===== src/rtl/ewa_pkg.sv =====
package ewa_pkg;
  typedef enum logic [1:0] {
    ST_CLR  = 2'd0,
    ST_IDLE = 2'd1,
    ST_ADD  = 2'd2
  } ewa_state_e;

  function automatic int ceil_div(input int num, input int den);
    return (num + den - 1) / den;
  endfunction
endpackage


===== src/rtl/ewa_place.sv =====
// Splits an operand into sign, special flag, start slice and the
// significand shifted to its position inside that slice window.
module ewa_place #(
  parameter int EXP_W  = 11,
  parameter int FRAC_W = 52,
  parameter int SW     = 32,
  parameter int NWIN   = 3,
  parameter int IDX_W  = 7
) (
  input  logic [EXP_W+FRAC_W:0]  op_i,
  output logic                   neg_o,
  output logic                   special_o,
  output logic [IDX_W-1:0]       start_o,
  output logic [NWIN*SW-1:0]     win_o
);
  localparam int OP_W  = 1 + EXP_W + FRAC_W;
  localparam int WIN_W = NWIN * SW;

  logic [EXP_W-1:0]  expo;
  logic [FRAC_W-1:0] frac;
  logic [FRAC_W:0]   sig;
  logic [EXP_W-1:0]  off;

  assign expo      = op_i[FRAC_W +: EXP_W];
  assign frac      = op_i[FRAC_W-1:0];
  assign neg_o     = op_i[OP_W-1];
  assign special_o = &expo;
  assign sig       = {(expo != '0), frac};
  assign off       = (expo == '0) ? '0 : expo - 1'b1;
  assign start_o   = IDX_W'(int'(off) / SW);
  assign win_o     = WIN_W'(sig) << (int'(off) % SW);

  // the window must be wide enough that no significand bit is lost
  always_comb begin
    p_window_holds_sig_r1: assert ($countones(win_o) == $countones(sig))
      else $error("significand bits lost in placement window");
  end
endmodule


===== src/rtl/ewa_slice_add.sv =====
// One slice of the carry chain: adds or subtracts a slice of the window.
module ewa_slice_add #(
  parameter int SW = 32
) (
  input  logic [SW-1:0] acc_i,
  input  logic [SW-1:0] x_i,
  input  logic          neg_i,
  input  logic          cin_i,
  output logic [SW-1:0] sum_o,
  output logic          cout_o
);
  logic [SW-1:0] addend;
  assign addend = neg_i ? ~x_i : x_i;
  assign {cout_o, sum_o} = {1'b0, acc_i} + {1'b0, addend} + (SW+1)'(cin_i);
endmodule


===== src/rtl/ewa_ram.sv =====
// Slice storage: one write port, one asynchronous read port for the
// carry walk and one registered read port for readout.
module ewa_ram #(
  parameter int DW    = 32,
  parameter int DEPTH = 66,
  parameter int AW    = 7
) (
  input  logic          clk,
  input  logic          we,
  input  logic [AW-1:0] waddr,
  input  logic [DW-1:0] wdata,
  input  logic [AW-1:0] raddr_a,
  output logic [DW-1:0] rdata_a,
  input  logic [AW-1:0] raddr_b,
  output logic [DW-1:0] rdata_b
);
  logic [DW-1:0] mem [DEPTH];

  always_ff @(posedge clk) begin
    if (we) mem[waddr] <= wdata;
  end

  assign rdata_a = mem[raddr_a];

  always_ff @(posedge clk) begin
    if (int'(raddr_b) < DEPTH) rdata_b <= mem[raddr_b];
    else                       rdata_b <= '0;
  end
endmodule


===== src/rtl/exact_wide_accum.sv =====
module exact_wide_accum
  import ewa_pkg::*;
#(
  parameter int EXP_W   = 11,
  parameter int FRAC_W  = 52,
  parameter int SLICE_W = 32,
  parameter int GUARD_W = 3,
  localparam int OP_W   = 1 + EXP_W + FRAC_W,
  localparam int SIG_W  = FRAC_W + 1,
  localparam int MAXOFF = (2 ** EXP_W) - 3,
  localparam int ACC_W  = MAXOFF + SIG_W + GUARD_W,
  localparam int NSLICE = ceil_div(ACC_W, SLICE_W),
  localparam int NWIN   = ceil_div(2 * SLICE_W - 2 + SIG_W, SLICE_W),
  localparam int WIN_W  = NWIN * SLICE_W,
  localparam int IDX_W  = $clog2(NSLICE),
  localparam int WCNT_W = $clog2(NWIN + 1)
) (
  input  logic               clk,
  input  logic               rst,
  input  logic               in_valid,
  output logic               in_ready,
  input  logic [OP_W-1:0]    in_op,
  input  logic               clear,
  output logic               busy,
  output logic               invalid,
  input  logic [IDX_W-1:0]   rd_idx,
  output logic [SLICE_W-1:0] rd_data
);
  ewa_state_e          st;
  logic [IDX_W-1:0]    ptr;
  logic [WIN_W-1:0]    win;
  logic [WCNT_W-1:0]   wcnt;
  logic                neg_q, carry_q, invalid_q;

  logic                d_neg, d_special;
  logic [IDX_W-1:0]    d_start;
  logic [WIN_W-1:0]    d_win;
  logic [SLICE_W-1:0]  cur, x, sum, wdata;
  logic                cout, we, last, done_add, accept;

  ewa_place #(
    .EXP_W(EXP_W), .FRAC_W(FRAC_W), .SW(SLICE_W), .NWIN(NWIN), .IDX_W(IDX_W)
  ) i_place (
    .op_i(in_op), .neg_o(d_neg), .special_o(d_special),
    .start_o(d_start), .win_o(d_win)
  );

  assign x = (wcnt != '0) ? win[SLICE_W-1:0] : '0;

  ewa_slice_add #(.SW(SLICE_W)) i_add (
    .acc_i(cur), .x_i(x), .neg_i(neg_q), .cin_i(carry_q),
    .sum_o(sum), .cout_o(cout)
  );

  assign we    = (st == ST_CLR) || (st == ST_ADD);
  assign wdata = (st == ST_CLR) ? '0 : sum;

  ewa_ram #(.DW(SLICE_W), .DEPTH(NSLICE), .AW(IDX_W)) i_ram (
    .clk(clk), .we(we), .waddr(ptr), .wdata(wdata),
    .raddr_a(ptr), .rdata_a(cur), .raddr_b(rd_idx), .rdata_b(rd_data)
  );

  assign last     = (ptr == IDX_W'(NSLICE - 1));
  // beyond the window a slice stays untouched once carry equals the sign
  assign done_add = last || ((wcnt <= WCNT_W'(1)) && (cout == neg_q));
  assign accept   = in_valid && (st == ST_IDLE) && !clear;

  always_ff @(posedge clk) begin
    if (rst) begin
      st        <= ST_CLR;
      ptr       <= '0;
      win       <= '0;
      wcnt      <= '0;
      neg_q     <= 1'b0;
      carry_q   <= 1'b0;
      invalid_q <= 1'b0;
    end else if (clear) begin
      st        <= ST_CLR;
      ptr       <= '0;
      invalid_q <= 1'b0;
    end else begin
      case (st)
        ST_CLR: begin
          if (last) st <= ST_IDLE;
          else      ptr <= ptr + 1'b1;
        end
        ST_IDLE: begin
          if (accept) begin
            if (d_special) begin
              invalid_q <= 1'b1;
            end else begin
              st      <= ST_ADD;
              ptr     <= d_start;
              win     <= d_win;
              wcnt    <= WCNT_W'(NWIN);
              neg_q   <= d_neg;
              carry_q <= d_neg;
            end
          end
        end
        ST_ADD: begin
          carry_q <= cout;
          if (done_add) begin
            st <= ST_IDLE;
          end else begin
            ptr <= ptr + 1'b1;
            win <= win >> SLICE_W;
            if (wcnt != '0) wcnt <= wcnt - 1'b1;
          end
        end
        default: st <= ST_CLR;
      endcase
    end
  end

  assign busy     = (st != ST_IDLE);
  assign in_ready = (st == ST_IDLE);
  assign invalid  = invalid_q;

  // a clear strobe always starts the zeroing sweep
  p_clear_starts_sweep_r6: assert property (@(posedge clk) disable iff (rst)
    clear |=> busy);

  // a special operand is flagged and never starts an add
  p_special_skipped_r7: assert property (@(posedge clk) disable iff (rst)
    (in_valid && in_ready && !clear && (&in_op[FRAC_W +: EXP_W]))
      |=> (!busy && invalid));

  // the invalid flag holds until a clear
  p_invalid_sticky_r7: assert property (@(posedge clk) disable iff (rst)
    (invalid && !clear) |=> invalid);

  // the carry walk moves up exactly one slice per cycle
  p_ripple_steps_r5: assert property (@(posedge clk) disable iff (rst)
    (st == ST_ADD && !clear) |=> (st != ST_ADD || ptr == $past(ptr) + 1'b1));
endmodule


===== config.mk =====
export PLATFORM = sky130hd
export DESIGN_NAME = exact_wide_accum
export DESIGN_NICKNAME = d
export VERILOG_FILES = /design/src/rtl/ewa_pkg.sv /design/src/rtl/ewa_place.sv /design/src/rtl/ewa_slice_add.sv /design/src/rtl/ewa_ram.sv /design/src/rtl/exact_wide_accum.sv
export SDC_FILE = /design/constraint.sdc
export NUM_CORES = 2
export LEC_CHECK = 0
export ABC_CLOCK_PERIOD_IN_PS = 9550
export BUFFER_PORTS_ARGS = -buffer_cell sky130_fd_sc_hd__clkbuf_2
export CAP_MARGIN = 10
export CORE_ASPECT_RATIO = 1.5
export CORE_UTILIZATION = 55
export CTS_CLUSTER_SIZE = 28
export DETAILED_ROUTE_END_ITERATION = 6
export PLACE_DENSITY = 0.74
export SLEW_MARGIN = 20
export SYNTH_ARGS = -nofsm -noshare
export SYNTH_HDL_FRONTEND = slang
export SYNTH_SLANG_ARGS = --single-unit

===== constraint.sdc =====
create_clock -name clk -period 9.55 [get_ports clk]
set_clock_uncertainty 0.15 [all_clocks]
set_input_delay 0.4775 -clock clk [delete_from_list [all_inputs] [get_ports clk]]
set_output_delay 0.4775 -clock clk [all_outputs]
set_load 0.05 [all_outputs]

Word level (Yosys, flattened, before mapping)
Memories as Yosys holds them, arrays and structs flattened. A register that Yosys moved wholly into a read port is not among the register bits.
Index checks and enable logic that the tools add are counted.

word-level totals
  word-level logic and storage cells = 83
  memories = 1
  bits in registers = 143
  bits in writable memories = 2112

cells by class
  reductions and logical operators = 22
  $add $sub $neg = 5
  order comparisons = 2
  bitwise operators = 3
  eq/ne operators = 12
  muxes and demuxes = 30
  shift-type cells = 1

memory list
  memory     words  width  rd ports  clocked after Yosys merged registers in  write ports  line           RTL
  i_ram.mem  66     32     2         2                                        1            ewa_ram.sv:17  logic [DW-1:0] mem [DEPTH];

operator list
  kind                     count
  $mux W128                3
  $pmux W128 S2            1
  $shl A53 B5 Y128         1
  $mux W32                 3
  $mux W7                  6
  $add A32 B32 Y33         1
  $add A33 B1 Y33          1
  $not A32 Y32             1
  $pmux W7 S3              1
  $reduce_and A13 Y1       1
  $mux W3                  4
  $ne A2 B2 Y1 const B     6
  $reduce_and A4 Y1        3
  $logic_not A11 Y1        1
  $mux W11                 1
  $reduce_and A11 Y1       1
  $reduce_bool A11 Y1      1
  $sub A11 B1 Y11 const B  1
  $reduce_and A5 Y1        2
  $mux W2                  4
  $add A7 B1 Y7 const B    1
  $eq A7 B7 Y1 const B     1
  $lt A7 B7 Y1 const B     1
  $pmux W2 S3              1
  other kinds (18)         28

Longest topological paths before layout
  word-level depth = 13
  depth in mapped cells = 24

Cells and area by module
Synthesis repeated with hierarchy kept, for this count alone.

second synthesis, totals
  cells, all modules = 6655
  area total of the unflattened synthesis = 113337.4 µm²

by module, submodules not included
  module            times used  cells an instance  seq. area each (µm²)  area each (µm²)
  ewa_ram           1           4846               64061.4               98714.7
  exact_wide_accum  1           732                2862.7                7370.8
  ewa_place         1           741                0.0                   4844.6
  ewa_slice_add     1           336                0.0                   2407.3

Worst setup path after synthesis
No wires, ideal clock.

  path kind = reg-to-reg
  start = register with a tool-made name
  end = memory i_ram.mem[0][4] (data pin)
  data arrival time = 6446 ps
  setup slack = 2258 ps
  required time = 8704 ps
  clock period less this slack = 7292 ps
  stages on the path, launching flop included = 14
  library setup time = 696 ps
  cell sequence = dfxtp_1 -> clkbuf_1 -> buf_2 -> buf_1 -> mux4_2 -> mux4_2 -> mux4_2 -> o21ai_0 -> fa_1 -> inv_1 -> fa_1 -> a211oi_1 -> nor2_1 -> nor3_1

RTL lines
  what           line
  end, declared  ewa_ram.sv:17

==> summary.md <==
| Metric | Value |
|---|---|
| Sequential area share after synthesis | `61.2%` |
| VDD IR-drop max | `149 uV` |
| Starting Density | `55.5%` |
| Req. time, crit path | `10080 ps` |
| Fin. max-slew vios | `0` |
| Worst Setup End Kind | `flip-flop` |
| First-pass GRT wire length | `502 mm` |
| Rows | `198` |
| Period utilization | `82.9%` |
| Routability Congestion | `0.972` |
| Synthesized Nets | `5859` |
| Pre-antenna DRT Iters | `6` |
| Initial antenna violation count | `30` |
| Clock tree buffer depth | `4` |
| Asr flop ratio synth | `0%` |
| Core Box Area | `195000 sq um` |
| CP bufs+invs | `3` |
| EDFF count, synth | `2112` |
| # hold bufs at CTS | `5` |
| FILL cells | `13300` |
| DRC Markers | `0` |
| DP Worst Slack | `1770 ps` |
| Die Y | `545 um` |
| Max Cap Viol | `0` |
| Post-DR wirelength/cell | `42.0 um` |
| Cts bufs inserted | `202` |
| Via count | `65700` |
| Grt ovf | `0` |
| Final wirelength | `361 mm` |
| DIE AREA | `198000 sq um` |
| Largest net degree at the start of global routing | `120` |
| Leakage | `32.3 nW` |
| Seq. cell area | `66200 sq um` |
| Multi-input gate area | `40800 sq um` |
| Hold Path Class | `input pin to flip-flop` |
| Gr usage total | `36.8%` |
| 1st-iter DRT viols | `10600` |
| R2R setup slack | `1630 ps` |
| Die Span X | `364 um` |
| RSZ-0062 raised after global routing | `no` |
| Slew @ Worst Pin | `1290 ps` |
| Detailed placer's ending HPWL | `207 mm` |
| CTS tree | `built` |
| P&R area growth vs syn | `10.8%` |
| Top delay family on crit path | `multiplexers` |
| Postcts setup bufs | `0` |
| I/O Pins | `110` |
| Final instance area | `120000 sq um` |
| Cts repair resizes | `0` |
| FMAX | `0.126 GHz` |
| CP max stage delay | `950 ps` |
| Clock sinks | `2250` |
| Fin Setup TNS | `0 ps` |
| Post-synth top flop | `edfxtp_1` |
| Final Hold Viols | `0` |
| Crit path kind | `flip-flop to flip-flop` |
| Worst reg2reg path depth | `18` |
| CP Launch Type | `flip-flop` |
| Clock root buffer | `clkbuf_16` |
| Layout cell share with drive strength beyond 1 | `34.9%` |
| Final setup margin | `1630 ps` |
| Setup-failing EPs final | `0` |
| Cells after Synth | `5740` |
| CTS clk-pin slew, worst paths | `70 ps` |
| Crit Reg-Reg Endpoint | `i_ram.mem[28][31]$_DFFE_PP_` |
| Total power | `20.4 mW` |
| GR Layer Usage met1 | `44.2%` |
| Met2 Use GR | `56.9%` |
| Via density | `7.65` |
| Placement Cell Area | `113000 sq um` |
| Worst Hold Slack | `41.5 ps` |
| Slowest CP cell | `dfxtp_4` |
| Yosys cell types | `76` |
| Seq cells post-synth | `2250` |
| WHS Path Cells | `3` |
| Syn. warnings | `0` |
| GRT Max-Usage Layer | `met2` |
| Antenna viol nets, final | `0` |
| Vias in the first global route | `65500` |
| PortBufs | `109` |
| Met3 Use GR | `10.6%` |
| Worst Path Arrival | `8450 ps` |
| Crit path time final | `7920 ps` |
| # nets final | `5922` |
| Worst relative slew slack | `13.1%` |
| Hold_sp | `rst` |
| CP cell instances | `buf_4 -> mux4_2 -> mux4_2 -> mux4_2 -> nor2_1 -> a21oi_1 -> ha_1 -> nand2_1 -> nor3_1 -> nand3_1 -> a2111oi_0 -> buf_4 -> o21bai_1 -> a21boi_0 -> a21oi_1 -> xor2_1 -> nor2_4 -> buf_4` |
| Power per Cell Area | `170 nW/um^2` |
| Depth of the CTS H-tree | `4` |
| Avg Cell Area, Syn | `18.8 sq um` |
| Status | `completed` |
| Synth Cell Area | `108000 sq um` |
| Clock Latency Late Sink | `880 ps` |
| Worst-path fanout max | `42` |
[layout by cell type (no fill, tap or decap), types with 55 or more instances in the layout]
| cell type | instances |
|---|---|
| mux2i_1 | 179 |
| nand3_1 | 57 |
| nor3_1 | 86 |
| o22ai_1 | 66 |
| edfxtp_1 | 2112 |
| dfxtp_1 | 130 |
| nor2_1 | 241 |
| clkbuf_16 | 205 |
| buf_4 | 173 |
| mux4_2 | 1292 |
| a21oi_1 | 149 |
| nand2_1 | 171 |
| o21ai_0 | 91 |
| a211oi_1 | 55 |
| nor2_4 | 97 |
| clkbuf_2 | 103 |
[through the flow]
step	utilization (%)	std cells
after floorplan	-	5740
after global placement	57.8	8169
after detailed placement	58.0	8181
after CTS	61.3	8545
after global routing	61.5	8569
final	61.5	8580
[how the worst max path moves through the flow]
stage / startpoint / endpoint / slack (ps) / cells after the start
after floorplan: flip-flop / i_ram.mem[0][4]$_DFFE_PP_ / 2260 / 13
after global placement: flip-flop / i_ram.mem[58][29]$_DFFE_PP_ / 1870 / 17
after detailed placement: flip-flop / i_ram.mem[59][29]$_DFFE_PP_ / 1770 / 17
after CTS: flip-flop / i_ram.mem[34][29]$_DFFE_PP_ / 1730 / 17
after global routing: flip-flop / i_ram.mem[28][31]$_DFFE_PP_ / 1540 / 18
final: flip-flop / i_ram.mem[28][31]$_DFFE_PP_ / 1630 / 18
[tightest hold or removal path, cell delays in order]
cell      delay, ps
clkbuf_2        100
or2_2           360
a31oi_1          70
[routing by layer]
| metal | share of wire [%] | vias to the layer above |
|---|---|---|
| met5 | 0.060 | - |
| met4 | 8.9 | 12 |
| met3 | 13 | 1462 |
| met2 | 47 | 5488 |
| met1 | 31 | 34000 |
| li1 | - | 24800 |
[final cells by class]
| cell class | instances | area share [%] |
|---|---|---|
| flip-flops and latches | 2250 | 55.3 |
| repair buffers | 329 | 2.41 |
| clock inverters | 112 | 0.888 |
| diodes | 22 | 0.0460 |
| multi-input cells | 2995 | 34.1 |
| clock buffers | 247 | 4.47 |
| well taps | 2600 | 2.72 |
| inverters | 25 | 0.0784 |
[power by group]
group          switching (mW)  internal (mW)  leakage, nW
logic                   0.904          0.609         11.9
clock network            3.67           4.50         3.14
registers              0.0283           10.6         17.3
total                    4.60           15.7         32.3
[cell usage after synthesis, types with 53 or more instances]
cell type	count	share of area, %
edfxtp_1	2112	59
mux4_2	1292	27
nor2_1	338	1.2
clkbuf_1	267	0.93
mux2i_1	179	1.7
nand2_1	171	0.59
a21oi_1	149	0.69
dfxtp_1	138	2.6
buf_1	123	0.43
o21ai_0	94	0.44
nor3_1	88	0.41
buf_2	77	0.36
o22ai_1	66	0.38
nand3_1	57	0.26
a211oi_1	55	0.38
xnor2_1	53	0.43
[registers in the layout (all words and copies together) (netlist names), named ones only]
| signal | flops |
|---|---|
| i_ram.mem | 2112 |
| win | 84 |
| i_ram.rdata_b | 32 |
| ptr | 7 |
| wcnt | 3 |
| st | 2 |
| carry_q | 1 |
| invalid | 1 |
| neg_q | 1 |
[kinds of logic after synthesis]
logic type	count (synthesis)	synth area share, %
AOI/OAI and AO/OA	602	3.78
and+or+nand+nor	775	3.17
adders and majority gates	44	0.523
buffers and inverters	495	1.82
muxes	1505	28.9
DFF	2250	61.2
xor gates and xnor gates	69	0.559
Power figures use the tool's default switching activity.
